$ cat src/rtl/uart_rx_fifo.sv
module uart_rx_fifo #(
  parameter int DEPTH   = 16,
  parameter int OSR     = 16,
  parameter int RTS_OFF = 14,
  parameter int RTS_ON  = 8
) (
  input  logic       clk,
  input  logic       rst_n,
  input  logic       tick_16x,
  input  logic       rxd,
  input  logic       cfg_data7,
  input  logic       cfg_par_en,
  input  logic       cfg_par_odd,
  input  logic       cfg_stop2,
  input  logic       rd_en,
  input  logic       ovr_clr,
  output logic [7:0] rd_data,
  output logic       rd_perr,
  output logic       rd_ferr,
  output logic       fifo_empty,
  output logic [4:0] fifo_count,
  output logic       rx_full_req,
  output logic       irq_err,
  output logic       irq_brk,
  output logic       ovr_flag,
  output logic       rts
);
  localparam int AW = $clog2(DEPTH);
  localparam int CW = $clog2(OSR);
  localparam logic [CW-1:0] MID  = CW'(OSR/2 - 1);
  localparam logic [CW-1:0] LAST = CW'(OSR - 1);
  localparam logic [AW:0]   FULLV = (AW+1)'(DEPTH);
  localparam logic [AW:0]   OFFV  = (AW+1)'(RTS_OFF);
  localparam logic [AW:0]   ONV   = (AW+1)'(RTS_ON);

  typedef enum logic [2:0] {S_IDLE, S_START, S_DATA, S_PAR, S_STOP1, S_STOP2, S_WAIT} st_t;

  st_t           st;
  logic [CW-1:0] cnt;
  logic [2:0]    nbit;
  logic [7:0]    sh;
  logic          pbit, all_low, f1;
  logic          push_q, push_perr, push_ferr;
  logic [7:0]    push_data;

  logic [9:0]    mem [DEPTH];
  logic [AW-1:0] wptr, rptr;
  logic [AW:0]   count;

  wire [7:0] dat    = cfg_data7 ? {1'b0, sh[7:1]} : sh;
  wire       perr_c = cfg_par_en & (^dat ^ pbit ^ cfg_par_odd);
  wire       full   = (count == FULLV);
  wire       do_push = push_q & ~full;
  wire       do_pop  = rd_en & (count != '0);

  always_ff @(posedge clk or negedge rst_n) begin
    if (!rst_n) begin
      st <= S_IDLE; cnt <= '0; nbit <= '0; sh <= '0;
      pbit <= 1'b0; all_low <= 1'b0; f1 <= 1'b0; irq_brk <= 1'b0;
      push_q <= 1'b0; push_perr <= 1'b0; push_ferr <= 1'b0; push_data <= '0;
    end else begin
      push_q <= 1'b0;
      if (tick_16x) begin
        case (st)
          S_IDLE: if (!rxd) begin st <= S_START; cnt <= '0; end
          S_START:
            if (cnt == MID) begin
              cnt <= '0; nbit <= '0; all_low <= 1'b1; pbit <= 1'b0;
              st <= rxd ? S_IDLE : S_DATA;
            end else cnt <= cnt + 1'b1;
          S_WAIT: if (rxd) begin st <= S_IDLE; irq_brk <= 1'b0; end
          default:
            if (cnt != LAST) cnt <= cnt + 1'b1;
            else begin
              cnt <= '0;
              case (st)
                S_DATA: begin
                  sh <= {rxd, sh[7:1]};
                  all_low <= all_low & ~rxd;
                  nbit <= nbit + 1'b1;
                  if (nbit == (cfg_data7 ? 3'd6 : 3'd7)) st <= cfg_par_en ? S_PAR : S_STOP1;
                end
                S_PAR: begin
                  pbit <= rxd; all_low <= all_low & ~rxd; st <= S_STOP1;
                end
                S_STOP1: begin
                  f1 <= ~rxd;
                  if (!rxd && all_low) begin
                    st <= S_WAIT; irq_brk <= 1'b1;
                  end else if (cfg_stop2) st <= S_STOP2;
                  else begin
                    push_q <= 1'b1; push_data <= dat; push_perr <= perr_c; push_ferr <= ~rxd;
                    st <= rxd ? S_IDLE : S_WAIT;
                  end
                end
                default: begin
                  push_q <= 1'b1; push_data <= dat; push_perr <= perr_c; push_ferr <= f1;
                  st <= rxd ? S_IDLE : S_WAIT;
                end
              endcase
            end
        endcase
      end
    end
  end

  always_ff @(posedge clk)
    if (do_push) mem[wptr] <= {push_ferr, push_perr, push_data};

  always_ff @(posedge clk or negedge rst_n) begin
    if (!rst_n) begin
      wptr <= '0; rptr <= '0; count <= '0; ovr_flag <= 1'b0; rts <= 1'b1;
    end else begin
      if (do_push) wptr <= wptr + 1'b1;
      if (do_pop)  rptr <= rptr + 1'b1;
      count <= count + {{AW{1'b0}}, do_push} - {{AW{1'b0}}, do_pop};
      if (push_q && full) ovr_flag <= 1'b1;
      else if (ovr_clr)   ovr_flag <= 1'b0;
      if (count >= OFFV)     rts <= 1'b0;
      else if (count <= ONV) rts <= 1'b1;
    end
  end

  wire [9:0] head = mem[rptr];
  assign rd_data     = head[7:0];
  assign rd_perr     = head[8];
  assign rd_ferr     = head[9];
  assign fifo_empty  = (count == '0);
  assign fifo_count  = 5'(count);
  assign rx_full_req = full;
  assign irq_err     = ovr_flag | (~fifo_empty & (head[8] | head[9]));
endmodule

$ cat config.mk
export PLATFORM = sky130hd
export DESIGN_NAME = uart_rx_fifo
export DESIGN_NICKNAME = d
export VERILOG_FILES = /design/src/rtl/uart_rx_fifo.sv
export SDC_FILE = /design/constraint.sdc
export NUM_CORES = 1
export LEC_CHECK = 0
export ABC_CLOCK_PERIOD_IN_PS = 4590
export BUFFER_PORTS_ARGS = -buffer_cell sky130_fd_sc_hd__buf_2
export CAP_MARGIN = 20
export CORE_UTILIZATION = 60
export DETAILED_ROUTE_END_ITERATION = 6
export GPL_TIMING_DRIVEN = 0
export MAX_ROUTING_LAYER = met4
export PLACE_DENSITY = 0.73
export SKIP_CTS_REPAIR_TIMING = 1
export SYNTH_ARGS = -nofsm -noshare
export SYNTH_HDL_FRONTEND = slang
export SYNTH_SLANG_ARGS = --single-unit
$ cat constraint.sdc
create_clock -name clk -period 4.59 [get_ports clk]
set_clock_uncertainty 0.1 [all_clocks]
set_input_delay 0.918 -clock clk [delete_from_list [all_inputs] [get_ports clk]]
set_output_delay 0.918 -clock clk [all_outputs]
set_load 0.02 [all_outputs]
==> metrics.txt <==
crit-path max cell delay=0.51 ns; Post-synth EDFFs=160; Num CTS Buffers=21; GP Congestion=0.836; Via-to-Cell Ratio=6.18; fin crit share=80.7%; DRC=0; pwr dens=575 nW/um2; synth warn=0; synth unique cells=55; root buf cell=clkbuf_16; TritonCTS clock tree=yes; Max-slew headroom=37.1%; Inst Count DP=736; drt pass-1 iters=4; Post-Route WL=17200 um; post-synth net total=544; P_leak=3.62 nW; FF-to-FF Start=fifo_count[2]$_DFF_PN0_; Seq/Total Area, Yosys=67.2%; CP Launch Type=register; vias in the first global route=4675; Post-Syn Area=8930 um2; final setup TNS=0 ns; via count=4786; Post-synth ARST share=23.1%; post-DP HPWL=11100 um; Worst-path clk slew=0.06 ns; WP data arrival=2.69 ns; Port Buffers=30; Setup crit end kind=output port; fin crit period=3.70 ns; area delta synth->final=12.5%; WS Path Type=register to output port; largest cells by area after synthesis=edfxtp_1 (54%), dfrtp_1 (13%), mux4_1 (8.2%), mux4_2 (5.0%), ha_1 (2.5%); Worst-Margin Slew=0.941 ns; Slew Limit Fails=0; status=finished clean; P_int=3.94 mW; clock power share=26.8%; Ports=31; # H-tree levels=1; clk sink count=208; Clock Latency Late Sink=0.49 ns; Avg Cell Area, Syn=17.3 um2; largest buffer count on any clock path=3; CP max stage cell=mux4_2; worst reg2reg path depth=14; DIE AREA=15400 um2; unrepaired setup endpoints after global routing=false; Setup violations, final=0; Seq pwr share=43.0%; Design Power=5.77 mW; diode count=0; total grt overflow=0; final core occ=69.1%; Starting Density=61.5%; R2R setup slack=1.39 ns; Synth area leader=edfxtp_1; DR WL/cell=22.2 um; core footprint=14500 um2; Site Rows=44; crit-path most repeated cell=buf_2; HP Class=primary input to async pin; Max Fclk=270 MHz; CP max FO=10; Worst Path Required=3.57 ns; Sw Ratio=31.8%; crit path from=rptr[1]$_DFFE_PN0P_; die extent in x=124 um; global router's overall resource usage=24.6%; Yosys top cell area share=53.8%; first-pass GRT wire length=26300 um; antenna violations before repair=0; Die H=124 um; layout cell share with drive strength beyond 1=21.0%; NetSw=1.84 mW; final hold violation count=0; fin cells=775; Post-Syn Instances=515; max-cap viol count=0; Yosys reg bits=208; Final Hold Slack=0.348 ns; Nets=605; Synth Flop Type=edfxtp_1; CP Cell Sequence=buf_2 -> buf_1 -> mux4_1 -> mux4_2 -> buf_2; Max VDD drop=297 uV; pin count of the biggest net entering global routing=49; end of the worst register-to-register path=fifo_count[4]$_DFF_PN0_; Comb pwr share=30.2%; Final ANT Viol Nets=0; initial DRC count=398
metrics by stage:
stage,setup slack [ns],area (um2)
after floorplan,1.21,8930
after global placement,0.443,9310
after detailed placement,1.39,9400
after CTS,0.896,10000
after global routing,0.772,10000
final,0.885,10000
worst max-delay path by stage:
stage / end / slack (ns)
floorplan: fifo_count[4]$_DFF_PN0_ / 1.21
global placement: mem[2][0]$_DFFE_PP_ / 0.44
detailed placement: fifo_count[4]$_DFF_PN0_ / 1.39
CTS: rd_data[7] / 0.90
global route: rd_data[5] / 0.77
finish: rd_data[7] / 0.89
final cells by class:
type | instances | area (um2)
Sequential cell | 208 | 6010
Fill cell | 968 | 4490
Multi-Input combinational cell | 261 | 2720
Clock buffer | 28 | 572
Timing Repair Buffer | 38 | 234
Tap cell | 184 | 230
Buffer | 27 | 158
Inverter | 19 | 71.3
Clock inverter | 10 | 53.8
power groups by stage:
| stage | clock (mW) | sequential [mW] | combinational (mW) |
|---|---|---|---|
| 2_1_floorplan | 0 | 2.47 | 1.27 |
| 4_1_cts | 1.57 | 2.48 | 1.76 |
| 6_report | 1.55 | 2.48 | 1.75 |
| 3_5_place_dp | 0 | 2.51 | 1.74 |
| 3_3_place_gp | 0 | 2.49 | 1.69 |
| 5_1_grt | 1.63 | 2.51 | 1.90 |
per-layer routing:
metal / up-vias / track usage (%) / routed length [um]
met5: - / - / 0
met4: 0 / 6.32 / 253
met3: 24 / 3.62 / 810
met2: 136 / 39.7 / 8620
met1: 2472 / 33.5 / 7490
li1: 2154 / - / -
cell usage after synthesis, types with 2 or more instances:
library cell / count
edfxtp_1: 160
dfrtp_1: 47
mux4_1: 28
nor2_1: 26
mux4_2: 20
nand2_1: 20
inv_1: 19
a21oi_1: 18
ha_1: 18
xnor2_1: 14
clkbuf_1: 12
o21ai_0: 12
mux2_2: 10
and2_1: 9
nand3_1: 8
mux2i_1: 7
buf_2: 6
nand2b_1: 6
nor2b_1: 5
nor3_1: 5
nor4_1: 5
xor2_1: 5
buf_6: 4
a22o_1: 3
a31oi_1: 3
nand3b_1: 3
nor3b_1: 3
a21o_1: 2
a221oi_1: 2
a22oi_1: 2
a31o_2: 2
a32o_1: 2
and3_1: 2
buf_1: 2
buf_4: 2
nand4_1: 2
o21ai_1: 2
or3b_2: 2
cell families after synthesis:
logic type      share of synthesized area [%]
xor+xnor                                 1.86
flops                                    67.2
buf+inv                                  2.56
mux                                      15.3
simple gates                             6.27
fa+ha+maj                                2.75
compound gates                           3.99
cells in the final DEF, fill, tap and decap left out, types with 4 or more instances in the layout:
master	Yosys	final
a21oi_1	18	18
buf_4	2	8
buf_6	4	5
clkinv_2	0	5
nor3_1	5	5
xnor2_1	14	14
edfxtp_1	160	160
nor2_1	26	26
nand2_1	20	20
dfrtp_1	47	47
mux4_1	28	28
nor4_2	0	4
buf_2	6	36
mux2i_1	7	7
o21ai_0	12	12
mux2_2	10	10
mux4_2	20	20
nand2b_1	6	6
nor2b_1	5	5
clkbuf_1	12	17
inv_1	19	19
xor2_1	5	5
ha_1	18	18
nand3_1	8	8
clkbuf_16	0	21
and2_1	9	9
worst max-delay path, delay by kind of cell, from the launching register on:
family | cells | cell delay (ns)
buffers and inverters | 3 | 0.90
DFF | 1 | 0.38
muxes | 2 | 0.92
sequential cells by signal (all words and copies together) (netlist names), 3 cells and up:
register	cells
nbit	3
wptr	4
rptr	4
push_data	8
fifo_count	5
st	3
mem	160
cnt	4
sh	8
No activity file was read; power rests on OpenSTA's default activity.
